File: src/rtl/global_halt_pulser.sv
module global_halt_pulser #(
  parameter int PULSE_TCK   = 2,
  parameter int REF_TIMEOUT = 400
) (
  input  logic clk,
  input  logic rst_n,
  input  logic tck,
  input  logic evt_n,
  input  logic ext_hold,
  output logic halt_n
);
  localparam int TW = $clog2(PULSE_TCK + 1);
  localparam int RW = $clog2(REF_TIMEOUT + 1);

  logic [1:0]    evt_sync;
  logic          evt_prev;
  logic [2:0]    tck_sync;
  logic          pulsing;
  logic          armed;
  logic [TW-1:0] tcnt;
  logic [RW-1:0] rcnt;

  wire evt_fall = evt_prev & ~evt_sync[1];
  wire tck_rise = tck_sync[1] & ~tck_sync[2];
  wire tck_done = tck_rise && (tcnt == TW'(PULSE_TCK - 1));
  wire ref_done = (rcnt == RW'(REF_TIMEOUT - 1));

  always_ff @(posedge clk) begin
    if (!rst_n) begin
      evt_sync <= '0;
      evt_prev <= 1'b0;
      tck_sync <= '0;
    end else begin
      evt_sync <= {evt_sync[0], evt_n};
      evt_prev <= evt_sync[1];
      tck_sync <= {tck_sync[1:0], tck};
    end
  end

  always_ff @(posedge clk) begin
    if (!rst_n) begin
      pulsing <= 1'b0;
      armed   <= 1'b0;
      tcnt    <= '0;
      rcnt    <= '0;
    end else if (pulsing) begin
      if (ext_hold || tck_done || ref_done) begin
        pulsing <= 1'b0;
      end else begin
        rcnt <= rcnt + 1'b1;
        if (tck_rise) tcnt <= tcnt + 1'b1;
      end
    end else if (armed && evt_fall && !ext_hold) begin
      pulsing <= 1'b1;
      armed   <= 1'b0;
      tcnt    <= '0;
      rcnt    <= '0;
    end else if (evt_sync[1]) begin
      armed <= 1'b1;
    end
  end

  assign halt_n = ~pulsing | ext_hold;

  logic [RW:0] low_run;
  always_ff @(posedge clk) begin
    if (!rst_n)       low_run <= '0;
    else if (!halt_n) low_run <= low_run + 1'b1;
    else              low_run <= '0;
  end

  assert_pulse_bounded_R5: assert property (@(posedge clk) disable iff (!rst_n)
    low_run <= (RW+1)'(REF_TIMEOUT));

  assert_hold_keeps_high_R6: assert property (@(posedge clk) disable iff (!rst_n)
    ext_hold |=> halt_n);

  assert_start_after_low_R2: assert property (@(posedge clk) disable iff (!rst_n)
    $fell(halt_n) |-> $past(!evt_sync[1]));

  assert_gap_between_pulses_R8: assert property (@(posedge clk) disable iff (!rst_n)
    $rose(halt_n) |=> halt_n);
endmodule

File: config.mk
export PLATFORM = sky130hd
export DESIGN_NAME = global_halt_pulser
export DESIGN_NICKNAME = d
export VERILOG_FILES = /design/src/rtl/global_halt_pulser.sv
export SDC_FILE = /design/constraint.sdc
export NUM_CORES = 1
export LEC_CHECK = 0
export BUFFER_PORTS_ARGS = -buffer_cell sky130_fd_sc_hd__clkbuf_2
export CAP_MARGIN = 10
export CORE_AREA = 2 2 44 46
export DETAILED_ROUTE_END_ITERATION = 7
export DIE_AREA = 0 0 46 48
export GPL_ROUTABILITY_DRIVEN = 0
export PLACE_DENSITY = 0.83
export SKIP_LAST_GASP = 1
export SYNTH_ARGS = -nofsm -noshare
export SYNTH_HDL_FRONTEND = slang
export SYNTH_SLANG_ARGS = --single-unit
File: constraint.sdc
create_clock -name clk -period 2.2 [get_ports clk]
set_clock_uncertainty 0.05 [all_clocks]
set_input_delay 0.44 -clock clk [delete_from_list [all_inputs] [get_ports clk]]
set_output_delay 0.44 -clock clk [all_outputs]
set_load 0.005 [all_outputs]
==> results.sh, run 1 <==
export IMPL_status="completed"
export IMPL_dp_cells=120
export IMPL_netlist_top_cells_count="dfxtp_1, nand3_1, a31oi_1, inv_1, and2_1"
export IMPL_ioPinCount=6
export IMPL_rsz0062_at_grt="no"
export IMPL_synth_top_area_share_pct=41.1
export IMPL_worst_pin_slew_ps=452
export IMPL_yosysMostFrequentCell="dfxtp_1"
export IMPL_firstDrtPassIters=4
export IMPL_drc=0
export IMPL_drt_wl_total_um=1790
export IMPL_drtAntennaViolNets=0
export IMPL_grt_use_met1_pct=25.2
export IMPL_root_buffer="clkbuf_4"
export IMPL_cts_sinks=19
export IMPL_grt_pass1_vias=664
export IMPL_worstPathArrival_ps=2030
export IMPL_worst_ir_drop_vdd_mv=0.420
export IMPL_htree_levels=1
export IMPL_cts_tree="built"
export IMPL_synth_edf_count=0
export IMPL_power_leakage_nw=0.374
export IMPL_syn_area_per_cell_um2=9.07
export IMPL_busiest_layer="met2"
export IMPL_clockBufferDepth=2
export IMPL_rows=15
export IMPL_maxCapViolCount=0
export IMPL_dp_hpwl_um=1290
export IMPL_grt_use_met3_pct=4.91
export IMPL_synthTopCellsByArea="dfxtp_1, nand3_1, a31oi_1"
export IMPL_portBuffers=5
export IMPL_antenna_found_initial=0
export IMPL_drive_above_1_share_pct=16.8
export IMPL_timing_final_hold_violations=0
export IMPL_synth_largest_area_cell="dfxtp_1"
export IMPL_p_per_area_mw_per_mm2=559
export IMPL_fin_ws_ps=368
export IMPL_period_needed_ps=1830
export IMPL_maxClockFrequency_ghz=0.546
export IMPL_fillCellCount=155
export IMPL_area_growth_pct=5.28
export IMPL_fp_dieH_um=48
export IMPL_syn_nets=109
export IMPL_final_nets=115
export IMPL_vias=763
export IMPL_critPathCaptureType="flop"
export IMPL_ys_warn_count=0
export IMPL_numCtsBuffers=3
export IMPL_synth_seq_area_share_pct=41.1
export IMPL_dr_first_iter_drc_count=28
export IMPL_grt_overflow=0
export IMPL_viasPerCell=6.15
export IMPL_seq_area_um2=380
export IMPL_die_area_mm2=0.00221
export IMPL_synthArstFlopShare_pct=0
export IMPL_finalSetupViolCount=0
export IMPL_worst_path_max_fanout=10
export IMPL_pre_cts_slack_ps=347
export IMPL_cts_repair_resize_count=0
export IMPL_path_clk_slew_ps=110
export IMPL_grtUsageMet2_pct=30.6
export IMPL_design_area_um2=973
export IMPL_hold_path_class="input port to flop"
export IMPL_place_area_um2=947
export IMPL_insertedDiodeCount=0
export IMPL_core_area_mm2=0.00169
export IMPL_report_final_slew_viol_count=0
export IMPL_syn_inst=102
export IMPL_grt_pass1_wl_um=3040
export IMPL_ys_seq_elements=19
export IMPL_fin_cells=124
export IMPL_ys_flop_type="dfxtp_1"
export IMPL_synthDistinctLibCells=35
export IMPL_drt_wirelength_per_cell_um=14.4
export IMPL_syn_area_um2=925
export IMPL_postCtsHoldBufs=0
export IMPL_crit_type="flop to flop"
export IMPL_groute_usage_overall_pct=19.7
export IMPL_die_x_um=46
export IMPL_critPathLaunchType="flop"
export IMPL_multi_input_area_um2=483
export IMPL_insertion_delay_ps=300
export IMPL_slew_headroom_pct=69.8
export IMPL_grt_max_degree=20
export IMPL_required_ps=2390
export IMPL_fin_crit_sh_pct=83.3
export IMPL_start_util_pct=54.7
export IMPL_fin_tns_setup_ps=0
export IMPL_cts_post_setup_buffers_inserted=0
final timing paths:
kind	from	depth (start not counted)	end	slack, ps
worst max-delay path	pulsing	5	rcnt[7]	370
worst min-delay path	tck	2	tck_sync[0]	300
worst max register to register	pulsing	5	rcnt[7]	370
worst min register to register	tck_sync[0]	1	tck_sync[1]	400
metal layers:
layer | routed length, um | vias to the layer above | share of wire (%)
met4 | 46 | 0 | 2.6
met3 | 127 | 6 | 7.1
li1 | - | 384 | -
met2 | 837 | 29 | 47
met5 | 0 | - | 0
met1 | 777 | 344 | 43
layout make-up:
type / instances / area share, %
Timing Repair Buffer: 6 / 3.34
Multi-Input combinational cell: 70 / 49.6
Inverter: 8 / 3.08
Tap cell: 17 / 2.19
Clock buffer: 4 / 2.70
Sequential cell: 19 / 39.1
registers in the layout, indices dropped and copies added, names as in the netlist:
signal	flops
evt_prev	1
pulsing	1
rcnt	9
armed	1
evt_sync	2
tck_sync	3
tcnt	2
worst max-delay path, cell delays in order, from the launching register on:
cell	delay, ps
dfxtp_1	540
and2b_4	260
inv_2	40
or4b_1	530
o22a_2	240
a21boi_2	120
stage by stage:
| stage | utilization, % | hold slack (ps) | power (mW) |
|---|---|---|---|
| 2_1_floorplan | - | 362 | 0.373 |
| 3_3_place_gp | 56.1 | 363 | 0.380 |
| 3_5_place_dp | 56.1 | 371 | 0.381 |
| 4_1_cts | 57.6 | 297 | 0.547 |
| 5_1_grt | 57.6 | 283 | 0.563 |
| 6_report | 57.6 | 300 | 0.544 |
where the power goes:
group / total, mW / switching [mW] / internal, mW / leakage [nW]
clock network: 0.172 / 0.101 / 0.0706 / 0.0150
logic: 0.0202 / 0.0109 / 0.00930 / 0.204
registers: 0.352 / 0.00282 / 0.349 / 0.154
total: 0.544 / 0.115 / 0.429 / 0.374
placed cells by master (no fill, tap or decap), drive strengths merged, types with 2 or more instances in the layout:
cell	n
nand3b	2
and2	6
or4b	2
nand3	14
a21oi	3
a21boi	2
o211ai	5
nor2	5
nand4	4
a31oi	7
clkbuf	9
dfxtp	19
ha	2
inv	8
o21ai	3
nand2	5
logic make-up after synthesis:
| group | Yosys count | synth area share, % |
|---|---|---|
| AND/OR/NAND/NOR | 44 | 29.0 |
| buffers and inverters | 13 | 6.63 |
| adder cells (fa/ha/maj) | 2 | 2.71 |
| flip-flops | 19 | 41.1 |
| AO/OA/AOI/OAI | 24 | 20.6 |
Note: power is estimated with default switching activity, not from simulation.
==> inputs of run 2 (changes only) <==
==> constraint.sdc (replaced) <==
create_clock -name clk -period 1.7 [get_ports clk]
set_clock_uncertainty 0.05 [all_clocks]
set_input_delay 0.34 -clock clk [delete_from_list [all_inputs] [get_ports clk]]
set_output_delay 0.34 -clock clk [all_outputs]
set_load 0.005 [all_outputs]
==> results.sh, run 2 (same netlist as run 1, synthesis figures left out) <==
export IMPL_status="complete, but fails checks"
export IMPL_violations="negative setup slack"
export IMPL_worstPathArrival_ps=1910
export IMPL_largest_register="rcnt"
export IMPL_ioPinCount=6
export IMPL_area_growth_pct=18.3
export IMPL_final_common_cell="dfxtp_1"
export IMPL_clockBufferDepth=2
export IMPL_swShare_pct=24.1
export IMPL_power_switching_uw=176
export IMPL_hold_path_class="input port to flop"
export IMPL_fin_ws_ps=-15.8
export IMPL_die_area_mm2=0.00221
export IMPL_top_regs="rcnt (9), tck_sync (3)"
export IMPL_fp_dieH_um=48
export IMPL_path_buf_inv=0
export IMPL_clkPwrFrac_pct=33.7
export IMPL_finalSetupViolCount=3
export IMPL_p_per_area_mw_per_mm2=667
export IMPL_report_final_slew_viol_count=0
export IMPL_critPathLaunchType="flop"
export IMPL_postCtsHoldBufs=0
export IMPL_root_buffer="clkbuf_4"
export IMPL_start_util_pct=54.7
export IMPL_slew_headroom_pct=80.3
export IMPL_numCtsBuffers=3
export IMPL_worst_ir_drop_vdd_mv=0.652
export IMPL_drive_above_1_share_pct=28.1
export IMPL_critPathCaptureType="flop"
export IMPL_portBuffers=5
export IMPL_timing_final_hold_violations=0
export IMPL_crit_type="flop to flop"
export IMPL_rows=15
export IMPL_slowest_stage="or4b_4"
export IMPL_period_needed_ps=1720
export IMPL_worst_path_max_fanout=8
export IMPL_power_leakage_nw=0.448
export IMPL_fillCellCount=129
export IMPL_path_clk_slew_ps=110
export IMPL_fin_util_pct=64.7
export IMPL_power_frac_comb_pct=3.8
export IMPL_drc=0
export IMPL_maxClockFrequency_ghz=0.583
export IMPL_slowest_delay_ps=570
export IMPL_firstDrtPassIters=4
export IMPL_required_ps=1900
export IMPL_cts_tree="built"
export IMPL_grt_max_degree=20
export IMPL_grt_overflow=0
export IMPL_fin_crit_sh_pct=101
export IMPL_cts_sinks=19
export IMPL_holdWs_ps=172
export IMPL_htree_levels=1
export IMPL_dr_first_iter_drc_count=29
export IMPL_insertedDiodeCount=0
export IMPL_drt_wirelength_per_cell_um=14.3
export IMPL_groute_usage_overall_pct=20.8
export IMPL_core_area_mm2=0.00169
export IMPL_rrSetupSlack_ps=-20
export IMPL_path_depth=4
export IMPL_drtAntennaViolNets=0
export IMPL_grt_pass1_vias=786
export IMPL_antenna_found_initial=0
export IMPL_final_cell_mix="dfxtp_1, buf_4, nand3_1, inv_1, a31oi_1"
export IMPL_worst_pin_slew_ps=292
export IMPL_maxCapViolCount=0
export IMPL_rr_worst_depth=4
export IMPL_die_x_um=46
export IMPL_vias=830
export IMPL_cp_top_family="simple AND/OR/NAND/NOR gates"
export IMPL_largest_register_ffs=9
export IMPL_insertion_delay_ps=310
export IMPL_grt_pass1_wl_um=3210
export IMPL_pre_cts_slack_ps=-23.0
export IMPL_p_seq_share_pct=62.5
export IMPL_dp_hpwl_um=1400
export IMPL_worstHoldPathCells=2
export IMPL_rsz0062_at_grt="yes"
export IMPL_crit_chain="or4b_4, o211ai_4, nand3_4, o211ai_1"
export IMPL_p_int_uw=553
export IMPL_drt_wl_total_um=1970
export IMPL_final_nets=129
export IMPL_viasPerCell=6.01
==> run 2: cell type report <==
class	instances	area (um2)	area share, %
repair buffers	20	150	13.7
clock buffers	3	22.5	2.06
flip-flops and latches	19	382	34.9
clock inverters	1	5.00	0.458
inverters	8	30.0	2.75
well taps	17	21.3	1.95
multi-input cells	70	483	44.2
==> run 2: timing repair <==
item                                    CTS  global route
gates resized for setup                   0             3
buffers inserted                          0             3
hold endpoints to repair                  0             0
endpoints found under the setup margin    0            10
==> run 2: final timing paths <==
path	start	endpoint
worst max register to register	rcnt[4]	rcnt[8]
worst max-delay path	rcnt[4]	rcnt[8]
worst min-delay path	tck	tck_sync[0]
worst min register to register	tck_sync[0]	tck_sync[1]
==> run 2: per-stage QoR <==
step / TNS, ps / power [mW] / cell area (um2) / std cells
final: -22.2 / 0.729 / 1090 / 138
after global routing: -447 / 0.745 / 1090 / 138
after CTS: 0 / 0.721 / 1070 / 135
after detailed placement: -23.0 / 0.493 / 1040 / 131
after global placement: 0 / 0.492 / 1040 / 131
after floorplan: 0 / 0.483 / 925 / 102
==> run 2: power groups by stage <==
stage          Clock [mW]  Sequential [mW]  Combinational [mW]
2_1_floorplan           0            0.465              0.0179
3_3_place_gp            0            0.465              0.0263
3_5_place_dp            0            0.466              0.0271
4_1_cts             0.238            0.455              0.0273
5_1_grt             0.258            0.457              0.0306
6_report            0.245            0.455              0.0280
==> run 2: per-layer routing <==
| metal | vias to the layer above | wire length [um] | global-route usage [%] |
|---|---|---|---|
| met4 | 0 | 50 | 13.7 |
| met5 | - | 0 | 0 |
| met1 | 389 | 825 | 23.1 |
| li1 | 413 | - | - |
| met2 | 23 | 1020 | 36.4 |
| met3 | 5 | 67 | 3.40 |
